`src/rtl/tpin_pkg.sv`:
```
package tpin_pkg;

    localparam int BUS_W     = 32;
    localparam int FLAG_W    = 4;
    localparam int ROLE_LSB  = 0;
    localparam int DRIVE_LSB = 4;
    localparam int IRQEN_BIT = 8;
    localparam int OD_BIT    = 9;
    localparam int EDGE_LSB  = 16;
    localparam int LEVEL_BIT = 8;

    // flag positions
    localparam int F_EVENT   = 0;
    localparam int F_RISE    = 1;
    localparam int F_FALL    = 2;
    localparam int F_OVERRUN = 3;

    typedef enum logic [2:0] {
        ROLE_OFF     = 3'd0,
        ROLE_CAPTURE = 3'd1,
        ROLE_COMPARE = 3'd2,
        ROLE_PWM     = 3'd3,
        ROLE_GPIO    = 3'd4
    } pin_role_e;

    typedef struct packed {
        logic [1:0] edge_sel;
        logic       open_drain;
        logic       irq_en;
        logic [1:0] drive;
        logic [2:0] role;
    } mode_fields_t;

    function automatic mode_fields_t decode_mode(input logic [BUS_W-1:0] r);
        mode_fields_t m;
        m.role       = r[ROLE_LSB +: 3];
        m.drive      = r[DRIVE_LSB +: 2];
        m.irq_en     = r[IRQEN_BIT];
        m.open_drain = r[OD_BIT];
        m.edge_sel   = r[EDGE_LSB +: 2];
        return m;
    endfunction

    function automatic logic [BUS_W-1:0] build_status(input logic [FLAG_W-1:0] f,
                                                      input logic lvl);
        logic [BUS_W-1:0] s;
        s = '0;
        s[FLAG_W-1:0] = f;
        s[LEVEL_BIT]  = lvl;
        return s;
    endfunction

endpackage

```
`src/rtl/tpin_sync.sv`:
```
module tpin_sync #(
    parameter int STAGES = 2
) (
    input  logic clk,
    input  logic rst,
    input  logic din,
    output logic dout
);
    logic [STAGES-1:0] q;

    generate
        for (genvar i = 0; i < STAGES; i++) begin : g_stage
            if (i == 0) begin : g_first
                always_ff @(posedge clk) begin
                    if (rst) q[0] <= 1'b0;
                    else     q[0] <= din;
                end
            end else begin : g_next
                always_ff @(posedge clk) begin
                    if (rst) q[i] <= 1'b0;
                    else     q[i] <= q[i-1];
                end
            end
        end
    endgenerate

    assign dout = q[STAGES-1];
endmodule

```
`src/rtl/tpin_flags.sv`:
```
module tpin_flags
    import tpin_pkg::*;
(
    input  logic              clk,
    input  logic              rst,
    input  logic              cap_en,
    input  logic [1:0]        edge_sel,
    input  logic              lvl,
    input  logic              clr_stb,
    input  logic [FLAG_W-1:0] clr_mask,
    output logic [FLAG_W-1:0] flags
);
    logic              prev;
    logic              rise, fall, sel_rise, sel_fall, evt;
    logic [FLAG_W-1:0] set_vec, keep_mask;

    always_ff @(posedge clk) begin
        if (rst) prev <= 1'b0;
        else     prev <= lvl;
    end

    always_comb begin
        rise     = lvl & ~prev;
        fall     = ~lvl & prev;
        sel_rise = cap_en & rise & edge_sel[0];
        sel_fall = cap_en & fall & edge_sel[1];
        evt      = sel_rise | sel_fall;
        set_vec            = '0;
        set_vec[F_EVENT]   = evt;
        set_vec[F_RISE]    = sel_rise;
        set_vec[F_FALL]    = sel_fall;
        set_vec[F_OVERRUN] = evt & flags[F_EVENT];
        keep_mask = clr_stb ? ~clr_mask : '1;
    end

    always_ff @(posedge clk) begin
        if (rst) flags <= '0;
        else     flags <= (flags & keep_mask) | set_vec;
    end

    AST_NO_SET_OUTSIDE_CAPTURE: assert property (@(posedge clk) disable iff (rst)
        !cap_en |=> ((flags & ~$past(flags)) == '0));
    AST_CLEAR_EFFECTIVE: assert property (@(posedge clk) disable iff (rst)
        (clr_stb && !evt) |=> ((flags & $past(clr_mask)) == '0));
    AST_FLAGS_STICKY: assert property (@(posedge clk) disable iff (rst)
        !clr_stb |=> ((~flags & $past(flags)) == '0));
endmodule

```
`src/rtl/tpin_drive.sv`:
```
module tpin_drive
    import tpin_pkg::*;
(
    input  logic       clk,
    input  logic       rst,
    input  logic [2:0] role,
    input  logic [1:0] drive,
    input  logic       open_drain,
    output logic       pin_oe,
    output logic       pin_out
);
    logic gpio_role, want_drive, release_high;

    always_comb begin
        gpio_role    = (role == ROLE_GPIO);
        want_drive   = gpio_role & drive[1];
        release_high = open_drain & drive[0];
        pin_oe       = want_drive & ~release_high;
        pin_out      = pin_oe & drive[0];
    end

    AST_ROLE_GATES_DRIVE: assert property (@(posedge clk) disable iff (rst)
        (role != ROLE_GPIO) |-> !pin_oe);
    AST_OD_NEVER_HIGH: assert property (@(posedge clk) disable iff (rst)
        (open_drain && pin_oe) |-> !pin_out);
endmodule

```
`src/rtl/tmr_pin_ctrl.sv`:
```
module tmr_pin_ctrl
    import tpin_pkg::*;
#(
    parameter int SYNC_STAGES = 2
) (
    input  logic             clk,
    input  logic             rst,
    input  logic             wr_en,
    input  logic             wr_addr,
    input  logic [BUS_W-1:0] wr_data,
    input  logic             rd_addr,
    output logic [BUS_W-1:0] rd_data,
    input  logic             pin_in,
    output logic             pin_oe,
    output logic             pin_out,
    output logic             irq
);
    logic [BUS_W-1:0]  mode_q;
    mode_fields_t      mf;
    logic              lvl;
    logic [FLAG_W-1:0] flags;
    logic              clr_stb, cap_en;

    always_ff @(posedge clk) begin
        if (rst)                       mode_q <= '0;
        else if (wr_en && !wr_addr)    mode_q <= wr_data;
    end

    always_comb begin
        mf      = decode_mode(mode_q);
        clr_stb = wr_en & wr_addr;
        cap_en  = (mf.role == ROLE_CAPTURE);
        irq     = (|flags) & mf.irq_en;
        rd_data = rd_addr ? build_status(flags, lvl) : mode_q;
    end

    tpin_sync #(.STAGES(SYNC_STAGES)) u_sync (
        .clk(clk), .rst(rst), .din(pin_in), .dout(lvl)
    );

    tpin_flags u_flags (
        .clk(clk), .rst(rst), .cap_en(cap_en), .edge_sel(mf.edge_sel),
        .lvl(lvl), .clr_stb(clr_stb), .clr_mask(wr_data[FLAG_W-1:0]),
        .flags(flags)
    );

    tpin_drive u_drive (
        .clk(clk), .rst(rst), .role(mf.role), .drive(mf.drive),
        .open_drain(mf.open_drain), .pin_oe(pin_oe), .pin_out(pin_out)
    );

    AST_IRQ_MASKED: assert property (@(posedge clk) disable iff (rst)
        !mode_q[IRQEN_BIT] |-> !irq);
    AST_IRQ_NEEDS_FLAG: assert property (@(posedge clk) disable iff (rst)
        irq |-> (rd_addr ? (rd_data[FLAG_W-1:0] != '0) : 1'b1));
endmodule

```
`config.mk`:
```
export PLATFORM = sky130hd
export DESIGN_NAME = tmr_pin_ctrl
export DESIGN_NICKNAME = d
export VERILOG_FILES = /design/src/rtl/tpin_pkg.sv /design/src/rtl/tpin_sync.sv /design/src/rtl/tpin_flags.sv /design/src/rtl/tpin_drive.sv /design/src/rtl/tmr_pin_ctrl.sv
export SDC_FILE = /design/constraint.sdc
export NUM_CORES = 1
export LEC_CHECK = 0
export ABC_AREA = 1
export ABC_CLOCK_PERIOD_IN_PS = 1000
export BUFFER_PORTS_ARGS = -buffer_cell sky130_fd_sc_hd__buf_2
export CORE_MARGIN = 3
export CORE_UTILIZATION = 46
export DETAILED_ROUTE_END_ITERATION = 8
export PLACE_DENSITY = 0.79
export SLEW_MARGIN = 15
export SYNTH_ARGS = -nofsm -noshare
export SYNTH_HDL_FRONTEND = slang
export SYNTH_SLANG_ARGS = --single-unit
```
`constraint.sdc`:
```
create_clock -name clk -period 1 [get_ports clk]
set_clock_uncertainty 0.05 [all_clocks]
set_input_delay 0.05 -clock clk [delete_from_list [all_inputs] [get_ports clk]]
set_output_delay 0.05 -clock clk [all_outputs]
set_load 0.01 [all_outputs]
```
==> results.ini <==
[synthesis]
postSynthCellCount = 222
synth_mux_area_share_pct = 0.6849
synth_top_family_by_area = compound AO/OA/AOI/OAI gates
synth-compound-area-share_pct = 24.66
yosys.area_share.simple_pct = 11.72
synth_xor_area_share_pct = 0
ys_warn_count = 0
ys_seq_area_share_pct = 47.49
synth_cell_types = 18
yosysTopAreaCell = dfxtp_1
synth_most_common_cell = inv_1
synth-edff-count = 0
synth_top_area_share_pct = 47.49
syn_avg_cell_area_sq_um = 7.406
yosys.area_share.adder_pct = 0
synth.area.top_cells = dfxtp_1 47%, a21oi_1 10%, inv_1 9.6%
synthFlopType = dfxtp_1
syn_nets = 260
synthArstFlopShare_pct = 0
ys_ff_latch = 39
syn-cell-area_sq_um = 1644
synth_common_cells = 42 x inv_1, 39 x dfxtp_1, 34 x a21oi_1, 33 x nor2_1, 28 x o21ai_0

[clock_tree]
numClockSinks = 39
cts_tree = done
h-tree-depth = 2
cts_buffers = 5
clkLatencyLatePin_ps = 330
clockBufferDepth = 2
clkTransAtPathRegs_ps = 110
cts-root-buf = clkbuf_4

[placed_design]
dpl.hpwl_um = 2773
pre_cts_ws_ps = 28.65
place_area_sq_um = 2058
port_buffers = 72
placedCellCount = 335
finalWeightedCongestion = 0.7590

[detailed_routing]
drtIter0Drc = 110
wl_per_cell_um = 13.22
drcViolationCount = 0
drtPass1Iterations = 4
via_per_inst = 4.868
wl_um = 5209
ant_nets = 0
vias = 1918

[worst_hold_path]
worstHoldPathType = primary input to flop
hp-start = rst

[setup_path]
end_kind = primary output
cp_max_fo = 2
r2r-start = mode_q[16]
critPathLaunchType = flop
worst_ep_required_time_ps = 900
crit_start = u_flags.flags[2]
crit_type = flop to primary output
cp.arrival_ps = 1190

[cells_and_area]
fin_cells = 394
drive_gt1_share_pct = 55.04
syn_to_final_growth_pct = 67.28
fillCellCount = 229
utilization_pct = 81.14
nets = 384
postLayoutCellArea_sq_um = 2750

[status]
status = complete, but fails checks
violations = setup timing

[floorplan]
die_w_um = 65.79
start_util_pct = 48.50
core_sq_um = 3390
die_h_um = 65.79
rows = 21
io_pins = 73
die_area_sq_um = 4328

[sta]
period_share_pct = 128.8
max-slew-margin-rel_pct = 82.53
fin_ws_ps = -288.4
setup-tns-final_ps = -2322
finalCriticalPeriod_ps = 1288
slew_violations = 0
max_freq_mhz = 776.2
hold_viol = 0
rsz0062_at_grt = yes
tightest_slew_ps = 259.3
setup_viol = 33
whs_ps = 96.23

[grt]
grt_antenna_before_repair = 1
grt_pass1_wl_um = 7514
overflow = 0
track_usage_pct = 22.59
grt_max_degree = 36
grt_pass1_vias = 1779

[power]
sequentialPowerShare_pct = 54.1
p_int_mw = 2.275
vdd_drop_max_v = 0.001004
clkPwrFrac_pct = 24.1
switchingPower_uw = 864.7
fin_total_pwr_mw = 3.140
pwr-share-comb_pct = 21.8
p_leak_nw = 1.292
swShare_pct = 27.54
power_per_cell_area_nw_per_um2 = 1142

[flow_run]
maxCapViolCount = 0

## flip-flops by register name, summed over array words and instances, names as in the netlist
register,flops
u_sync.q,1
u_flags.prev,1
u_flags.flags,4
mode_q,32
u_sync.dout,1
## final cells by class
| class | instances | area [sq um] | share of cell area [%] |
|---|---|---|---|
| Timing Repair Buffer | 130 | 923.4 | 33.58 |
| Sequential cell | 39 | 825.8 | 30.03 |
| Multi-Input combinational cell | 126 | 720.7 | 26.21 |
| Inverter | 44 | 170.2 | 6.187 |
| Tap cell | 46 | 57.56 | 2.093 |
| Clock buffer | 7 | 45.04 | 1.638 |
| Clock inverter | 1 | 5.005 | 0.1820 |
| Antenna cell | 1 | 2.502 | 0.09099 |
## worst max-delay path: stages (launching register included)
cell	delay, ps
dfxtp_2	350
nor4_4	290
nor2_1	60
buf_2	140
## kinds of logic after synthesis
group                  Yosys count
multiplexers                     1
AO/OA/AOI/OAI                   78
AND/OR/NAND/NOR                 47
flip-flops                      39
buffers and inverters           57
## placed cells by master (no fill, tap or decap), types with 2 or more instances in the layout
| cell type | netlist | layout |
|---|---|---|
| buf_2 | 2 | 71 |
| dlygate4sd3_1 | 0 | 34 |
| a21oi_1 | 34 | 32 |
| dfxtp_2 | 0 | 30 |
| inv_2 | 2 | 26 |
| o21ai_0 | 28 | 24 |
| nor2_1 | 33 | 21 |
| buf_4 | 0 | 19 |
| inv_1 | 42 | 16 |
| nor2_2 | 0 | 12 |
| o21ai_1 | 11 | 11 |
| dfxtp_1 | 39 | 7 |
| nand2_1 | 8 | 6 |
| o21ai_2 | 2 | 6 |
| clkbuf_4 | 0 | 5 |
| buf_6 | 5 | 4 |
| inv_4 | 0 | 2 |
| nand2_2 | 0 | 2 |
| nand3_2 | 0 | 2 |
| o21a_1 | 2 | 2 |
| clkbuf_1 | 6 | 2 |
| buf_12 | 0 | 2 |
| dfxtp_4 | 0 | 2 |
## power groups by stage
stage	Clock, mW	Sequential, mW	Combinational, mW
floorplan	0	1.70	0.275
global placement	0	1.71	0.450
detailed placement	0	1.71	0.457
CTS	0.774	1.68	0.597
global route	0.846	1.71	0.747
finish	0.757	1.70	0.684
## worst paths after layout
check                           slack (ps)  cells past startpoint                to
worst max-delay path                  -290                      3               irq
worst min-delay path                   100                      5        mode_q[20]
worst max register to register         -30                      5  u_flags.flags[3]
worst min register to register         360                      2       u_sync.dout
## metal layers
layer / up-vias / track usage (%) / share of wire, %
met5: - / 0 / 0
met4: 0 / 8.808 / 2.0
met3: 10 / 3.741 / 5.4
met2: 77 / 43.68 / 55
met1: 878 / 23.83 / 37
li1: 953 / - / -
## repair_timing
item / in CTS / in global routing
hold endpoints to repair: 38 / 0
setup endpoints to repair: 35 / 39
hold buffers: 34 / 0
resized for setup: 38 / 61
buffers inserted: 7 / 9
pin swaps: 3 / 20
Note: power is estimated with default switching activity, not from simulation.
